`src/rtl/lalign_pkg.sv`:
```
package lalign_pkg;
  typedef struct packed {
    logic clear;
    logic shiftByte;
    logic shiftHalf;
  } lalign_strobe_t;
endpackage

```
`src/rtl/lalign_ctrl.sv`:
```
module lalign_ctrl
  import lalign_pkg::*;
(
  input  logic           rst,
  input  logic           loadValid,
  input  logic           sizeSel,
  output lalign_strobe_t strobe
);
  // Reset outranks any load; no strobe at all means hold.
  always_comb begin
    strobe           = '0;
    strobe.clear     = rst;
    strobe.shiftByte = !rst && loadValid && !sizeSel;
    strobe.shiftHalf = !rst && loadValid && sizeSel;
  end
endmodule

```
`src/rtl/lalign_dp.sv`:
```
module lalign_dp
  import lalign_pkg::*;
#(
  parameter int REG_W  = 64,
  parameter int ELEM_W = 16,
  parameter int LANE_W = 8
) (
  input  logic              clk,
  input  lalign_strobe_t    strobe,
  input  logic [ELEM_W-1:0] loadElem,
  output logic [REG_W-1:0]  dstQ
);
  localparam int NLANE      = REG_W / LANE_W;
  localparam int HALF_LANES = ELEM_W / LANE_W;

  logic [REG_W-1:0] dstD;

  // Each byte lane chooses between hold, a one-lane shift and a two-lane shift.
  for (genvar i = 0; i < NLANE; i++) begin : g_lane
    logic [LANE_W-1:0] byteSrc;
    logic [LANE_W-1:0] halfSrc;

    if (i == NLANE - 1) begin : g_btop
      assign byteSrc = loadElem[LANE_W-1:0];      // only the low byte is used
    end else begin : g_blow
      assign byteSrc = dstQ[(i+1)*LANE_W +: LANE_W];
    end

    if (i >= NLANE - HALF_LANES) begin : g_htop
      assign halfSrc = loadElem[(i-(NLANE-HALF_LANES))*LANE_W +: LANE_W];
    end else begin : g_hlow
      assign halfSrc = dstQ[(i+HALF_LANES)*LANE_W +: LANE_W];
    end

    always_comb begin
      if (strobe.shiftHalf)      dstD[i*LANE_W +: LANE_W] = halfSrc;
      else if (strobe.shiftByte) dstD[i*LANE_W +: LANE_W] = byteSrc;
      else                       dstD[i*LANE_W +: LANE_W] = dstQ[i*LANE_W +: LANE_W];
    end
  end

  always_ff @(posedge clk) begin
    if (strobe.clear) dstQ <= '1;
    else              dstQ <= dstD;
  end
endmodule

```
`src/rtl/lalign_top.sv`:
```
module lalign_top
  import lalign_pkg::*;
#(
  parameter int REG_W  = 64,
  parameter int ELEM_W = 16,
  parameter int LANE_W = 8
) (
  input  logic              clk,
  input  logic              rst,
  input  logic              loadValid,
  input  logic              sizeSel,
  input  logic [ELEM_W-1:0] loadElem,
  output logic [REG_W-1:0]  dstReg
);
  lalign_strobe_t strobe;

  lalign_ctrl u_ctrl (
    .rst      (rst),
    .loadValid(loadValid),
    .sizeSel  (sizeSel),
    .strobe   (strobe)
  );

  lalign_dp #(.REG_W(REG_W), .ELEM_W(ELEM_W), .LANE_W(LANE_W)) u_dp (
    .clk     (clk),
    .strobe  (strobe),
    .loadElem(loadElem),
    .dstQ    (dstReg)
  );
endmodule

```
`config.mk`:
```
export PLATFORM = sky130hd
export DESIGN_NAME = lalign_top
export DESIGN_NICKNAME = d
export VERILOG_FILES = /design/src/rtl/lalign_pkg.sv /design/src/rtl/lalign_ctrl.sv /design/src/rtl/lalign_dp.sv /design/src/rtl/lalign_top.sv
export SDC_FILE = /design/constraint.sdc
export NUM_CORES = 1
export LEC_CHECK = 0
export BUFFER_PORTS_ARGS = -buffer_cell sky130_fd_sc_hd__buf_2
export CAP_MARGIN = 5
export CORE_ASPECT_RATIO = 1.5
export CORE_MARGIN = 3
export CORE_UTILIZATION = 55
export DETAILED_ROUTE_END_ITERATION = 7
export PLACE_DENSITY = 0.85
export REMOVE_ABC_BUFFERS = 1
export SLEW_MARGIN = 20
export SYNTH_ARGS = -nofsm -noshare
export SYNTH_HDL_FRONTEND = slang
export SYNTH_SLANG_ARGS = --single-unit
```
`constraint.sdc`:
```
create_clock -name clk -period 1.85 [get_ports clk]
set_input_delay 0.185 -clock clk [delete_from_list [all_inputs] [get_ports clk]]
set_output_delay 0.185 -clock clk [all_outputs]
set_load 0.02 [all_outputs]
```
Word level (Yosys, flattened, before mapping). Index checks and enable logic that the tools add are counted.

Register bits after elaboration: 64. Word-level logic and storage cells: 23. Input bits: 20.

Reductions and logical operators: 6. Multiplexer cells: 16.

Operators with widths (count): two-way mux 8 bit (16); logical AND 1 bit (3); zero test 1 bit (2); nonzero test 2 bit (1).

Longest topological paths before layout. Gate-level depths: netlist of run 1.

Depth in word-level cells: 5. Gate-level depth with buffers: 4. Gate-level depth less buffers: 2.

By module. From an unflattened synthesis of run 1, not the netlist that was laid out.

Cell total of the unflattened synthesis: 287. Area total of the unflattened synthesis: 3035.4 um^2.

Modules (own cells, without submodules): lalign_dp (area an instance 3006.6 um^2, times used 1, cells an instance 284); lalign_ctrl (area an instance 28.8 um^2, times used 1, cells an instance 3).

Worst setup path before layout of run 1. Ideal clock, no wire load.

Path type: input port to flip-flop. Start point: in sizeSel. End point: reg u_dp.dstQ[0]. Buffers on the path: 2. Path slack: 0.992 ns. Arrival time: 0.736 ns. Stages on the path: 4. Required time: 1.728 ns. Path through: buf_6 > buf_8 > mux2i_1 > a21oi_1.

Word-level cells in the longest chain between the ends: 3.

Ends and longest elaborated chain: start: declaration (RTL line lalign_top.sv:11) `input logic sizeSel,`; zero test 1 bit (RTL line lalign_ctrl.sv:13) `strobe.shiftByte = !rst && loadValid && !sizeSel;`; logical AND 1 bit (RTL line lalign_ctrl.sv:13); nonzero test 2 bit (no line); end signal: assignment (RTL line lalign_dp.sv:44) `else dstQ <= dstD;`; end: declaration (RTL line lalign_dp.sv:11) `output logic [REG_W-1:0] dstQ`.

Several ways; a longest one is shown, not always the timed one. A chain may end at the register's enable or synchronous reset.

Final worst setup path of run 1.
Start point: reg u_dp.dstQ[57]. End point: out dstReg[57].

RTL lines: end: declaration (RTL line lalign_top.sv:13) `output logic [REG_W-1:0] dstReg`.

No word-level cell between the ends.

==> run summary, run 1 <==
I/O pins: 84
Share of cells above drive strength 1: 28.5%
Total power: 0.00288 W
Worst path cell trace: buf_2
Routability-driven placement congestion ratio: 0.781
Die area: 5950 µm²
Most frequent cells in the layout: buf_2 (82), mux2i_1 (64), nor3_1 (64), a21oi_1 (64), dfxtp_1 (64)
Delay-heaviest family, CP: flip-flops
Hold WS: 0.158 ns
Status: finished clean
Synth Area per Inst: 9.74 µm²
Minimum clock period: 1.10 ns
Final HPWL DP: 4.06 mm
Total Routed Length: 6.31 mm
Root Buffer: clkbuf_8
Crit path kind: reg2out
Post-route DRC: 0
CTS sink count: 64
Antenna violations before repair: 0
Biggest regs: u_dp.dstQ: 64 flops
Clock transition at path regs: 0.07 ns
Hold Buf Count CTS: 0
CP Max Fanout: 4
Final Hold Viols: 0
Synth warnings: 0
First-pass GRT wire length: 10.2 mm
Largest Register: u_dp.dstQ
CP peak stage delay: 0.40 ns
Port bufs: 83
Fmax: 0.910 GHz
Static Leak: 1.37 nW
Slowest stage cell, crit path: dfxtp_1
Peak VDD IR: 0.570 mV
Antenna cells: 0
Most common cell after layout, fill and taps aside: buf_2
Via Count: 2,410
Setup TNS: 0 ns
PD cells: 863 nW/µm²
Tot GR Track Use: 21.2%
Filler Cell Count: 411
Final setup vio count: 0
Max reg flops: 64
Unique masters post-synth: 8
CTS tree: built
Final Non-Filler Cells: 428
Standard-cell row count: 31
Clk_skew: 0.00848 ns
Period utilization: 59.4%
Synth Cell Area: 2780 µm²
First DRT Iteration DRCs: 156
ANT nets after route: 0
Worst Hold Class: in2reg
Effective utilization at floorplan: 57.2%
Max clock buf depth: 2
Area delta synth->final: 20.3%
Worst setup SP type: register
Rel. slew slack: 55.9%
Drt first pass iters: 4
Max-slew violations: 0
Clock Latency Late Sink: 0.32 ns
Die H: 93.0 µm
Vias in the first global route: 2,308
Worst Path Buf+Inv: 1
Worst-margin pin slew: 0.662 ns
Critical path arrival: 0.91 ns
WL/cell: 14.7 µm
Critical Path RT: 1.66 ns
Drt via density: 5.63
Post-route core utilization: 68.9%
Post-CTS setup buffer count: 0
Max Cap Violations: 0
Cts bufs inserted: 9
Critical Path End Type: output pin
H-tree level count: 3
Unrepaired setup endpoints after global routing: false
Synth Instances: 285
Final nets: 377
Placed insts: 412
CORE AREA: 4850 µm²
Register bit total from synthesis: 64
Grt ovf: 0
Die X: 64 µm
Post-CTS Resized: 0
Sequential-to-total area share from yosys stat: 46.2%
Pin count of the biggest net entering global routing: 65
-- worst min-delay path, delay by kind of cell --
family,cells,cell delay (ns)
muxes,1,0.05
AOI/OAI and AO/OA,1,0.13
buffers and inverters,1,0.08
-- synthesized netlist by cell type, drive strengths merged --
master	number	share of area (%)
a21oi	64	12
dfxtp	64	46
mux2i	64	23
nor3	64	12
buf	28	7.4
nor2b	1	0.23
-- where the power goes --
| group | internal (W) | switching (W) | total, W |
|---|---|---|---|
| sequential | 0.00142 | 0.0000386 | 0.00146 |
| combinational | 0.000125 | 0.000198 | 0.000322 |
| clock | 0.000617 | 0.000485 | 0.00110 |
-- area by class of cell --
cell class	instances	area, µm²	area share, %
Multi-Input combinational cell	193	1290	38.8
Timing Repair Buffer	89	500	15.0
Tap cell	66	82.6	2.47
Clock inverter	4	45.0	1.35
Sequential cell	64	1280	38.4
Clock buffer	12	135	4.05
-- routing by layer --
layer | track usage [%] | routed length (µm) | share of wire, % | up-vias
met3 | 3.13 | 235 | 3.7 | 15
met4 | 13.3 | 186 | 2.9 | 0
met2 | 37.9 | 3260 | 52 | 62
li1 | - | - | - | 1180
met1 | 22.8 | 2620 | 42 | 1153
met5 | 0 | 0 | 0 | -
-- final timing paths --
path / from / cells after the start / end / slack, ns
worst max-delay path: u_dp.dstQ[57] / 1 / dstReg[57] / 0.75
worst min-delay path: loadElem[14] / 3 / u_dp.dstQ[62] / 0.16
worst max register to register: u_dp.dstQ[23] / 2 / u_dp.dstQ[23] / 1.06
worst min register to register: u_dp.dstQ[5] / 2 / u_dp.dstQ[5] / 0.51
-- through the flow --
stage	instance area [µm²]	worst slack (ns)
6_report	3340	0.751
5_1_grt	3340	0.699
4_1_cts	3340	0.737
2_1_floorplan	2570	-0.779
3_5_place_dp	3160	0.613
3_3_place_gp	3160	0.641
-- kinds of logic (layout without fill, tap and decap cells) --
group                  count (synthesis)  after routing  share of synthesized area (%)
multiplexers                          64             64                           23.1
buffers and inverters                 28            105                           7.44
AND/OR/NAND/NOR                       65             65                           11.8
flip-flops                            64             64                           46.2
AO/OA/AOI/OAI                         64             64                           11.5
No activity file was read; power rests on OpenSTA's default activity.
==> run 2: changes to the inputs <==
Settings changed: CORE_UTILIZATION 55 to 46, PLACE_DENSITY 0.85 to 0.75.
Clock period 1.85 ns to 0.9 ns, I/O delays scaled along.
==> run 2 against run 1 <==
Count of clock-buffer cells in the layout up 2. Largest power group unchanged. The flow now finishes with violations (negative setup slack). Register-to-register slack worse by 1.0 ns. Cell area up 33%. Non-clock buffer count up 60.
==> run summary, run 2 (synthesis gave the netlist of run 1 again) <==
Clock power frac: 40.2% (+1.9 points)
Routability-driven placement congestion ratio: 0.827 (+5.9%)
ANT nets after route: 0 (unchanged)
Hold Buf Count CTS: 0 (unchanged)
Total Routed Length: 8.30 mm (+32%)
Post-route core utilization: 76.0% (+7.1 points)
Slowest stage cell, crit path: dfxtp_2
Worst hold path depth: 3 (unchanged)
Unrepaired setup endpoints after global routing: true
Worst Path Buf+Inv: 1 (unchanged)
Worst-margin pin slew: 0.311 ns (-0.351 ns)
Setup WS post-layout: -0.00308 ns (-0.754 ns)
Total power: 0.00663 W (+130%)
R2r endpoint: u_dp.dstQ[0]
Most frequent cells in the layout: buf_6 (64), dfxtp_2 (64), a21oi_1 (63), mux2i_1 (62), buf_4 (61)
Biggest regs: u_dp.dstQ: 64 flops
Switch Pwr: 0.00165 W (+130%)
Drt via density: 5.50 (-2.4%)
Min-delay src: loadElem[0]
Antenna violations before repair: 0 (unchanged)
Max reg flops: 64 (unchanged)
DP Worst Slack: 0.000621 ns (-0.612 ns)
CTS sink count: 64 (unchanged)
Grt ovf: 0 (unchanged)
Delay-heaviest family, CP: flip-flops
Antenna cells: 0 (unchanged)
First DRT Iteration DRCs: 170 (+9.0%)
R2R Path Start: u_dp.dstQ[8]
Internal: 0.00498 W (+130%)
Max Cap Violations: 0 (unchanged)
Logic pwr share: 14.8% (+3.6 points)
Period utilization: 100%
Effective utilization at floorplan: 47.6% (-9.6 points)
Pin count of the biggest net entering global routing: 65 (unchanged)
Status: finished, violations left
Root Buffer: clkbuf_8
Critical path arrival: 0.81 ns (-0.10 ns)
Area delta synth->final: 59.6%
Largest Register: u_dp.dstQ
Worst Hold Class: in2reg
PD cells: 1500 nW/µm² (+74%)
CP Max Fanout: 2 (-2)
Critical Path End Type: output pin
Worst path cell trace: buf_6
Worst R2R Path Depth: 3 (+1)
Clock transition at path regs: 0.07 ns (about the same)
Failing checks: negative setup slack
CP peak stage delay: 0.35 ns (-0.05 ns)
I/O pins: 84 (unchanged)
Port bufs: 83 (unchanged)
Post-route cell area: 4430 µm² (+33%)
Final HPWL DP: 4.29 mm (+5.7%)
Critical Path Stages: 1 (unchanged)
Final Hold Viols: 0 (unchanged)
Setup TNS: -0.00345 ns (-0.00345 ns)
Switch share: 24.9% (-0.11 points)
Hold endpoint: u_dp.dstQ[48]
Critical Path RT: 0.81 ns (-0.85 ns)
Sequential power share: 45.0% (-5.5 points)
Peak VDD IR: 1.08 mV (+90%)
Crit path kind: reg2out
CORE AREA: 5830 µm² (+20%)
Cts bufs inserted: 9 (unchanged)
Static Leak: 1.85 nW (+36%)
Reg2reg setup slack: 0.03 ns (-1.03 ns)
Filler Cell Count: 393 (-4.4%)
Die H: 101 µm (+8.7%)
Clk_skew: 0.00813 ns (-0.000344 ns)
Final setup vio count: 2 (+2)
Die area: 7020 µm² (+18%)
Die X: 69.4 µm (+8.5%)
Tot GR Track Use: 23.6% (+2.4 points)
CTS tree: built
Minimum clock period: 0.903 ns
Standard-cell row count: 34 (+9.7%)
Rel. slew slack: 79.3% (+23 points)
Post-route DRC: 0 (unchanged)
WL/cell: 16.8 µm (+14%)
Via Count: 2,716 (+13%)
Max-slew violations: 0 (unchanged)
Share of cells above drive strength 1: 58.1% (+30 points)
Max clock buf depth: 2 (unchanged)
Area after DPL: 3240 µm² (+2.6%)
H-tree level count: 3 (unchanged)
Drt first pass iters: 4 (unchanged)
Worst setup SP type: register
Clock Latency Late Sink: 0.34 ns (+0.02 ns)
Fmax: 1.11 GHz
Vias in the first global route: 2,745 (+19%)
Final nets: 437 (+16%)
First-pass GRT wire length: 13.2 mm (+30%)
-- run 2: metal layers --
layer	track usage, %	up-vias	wire length (µm)
met2	41.7	76	4520
met4	10.8	0	204
met1	26.3	1320	3250
li1	-	1304	-
met3	6.55	16	334
met5	0	-	0
-- run 2: per-stage QoR --
stage	hold slack [ns]	instances
CTS	0.0336	494
global placement	0.381	423
finish	0.0444	494
global route	0.0557	494
floorplan	0.238	257
detailed placement	0.387	423
-- run 2: layout make-up --
class	count	area, µm²	share of cell area (%)
flip-flops and latches	64	1360	30.7
multi-input cells	193	1370	31.0
repair buffers	149	1390	31.4
well taps	72	90.1	2.03
clock buffers	14	183	4.12
clock inverters	2	35.0	0.791
-- run 2: power groups by stage --
stage	combinational [W]	sequential (W)	clock (W)
2_1_floorplan	0.000212	0.00314	0
3_3_place_gp	0.000695	0.00305	0
3_5_place_dp	0.000703	0.00305	0
4_1_cts	0.000941	0.00298	0.00268
5_1_grt	0.00104	0.00299	0.00285
6_report	0.000979	0.00299	0.00267
-- run 2: worst max-delay path by stage --
stage                             start            end  slack (ns)
after detailed placement        sizeSel  u_dp.dstQ[52]      0.0006
after floorplan                     rst  u_dp.dstQ[48]       -1.63
after CTS                 u_dp.dstQ[23]     dstReg[23]      -0.006
final                     u_dp.dstQ[10]     dstReg[10]      -0.003
after global routing      u_dp.dstQ[41]  u_dp.dstQ[33]       -0.07
after global placement          sizeSel  u_dp.dstQ[48]        0.04
-- run 2: timing repair --
item | 4_1_cts | 5_1_grt
endpoints found under the setup margin | 64 | 76
buffers inserted | 55 | 0
pin swaps | 0 | 1
gates resized for setup | 191 | 17
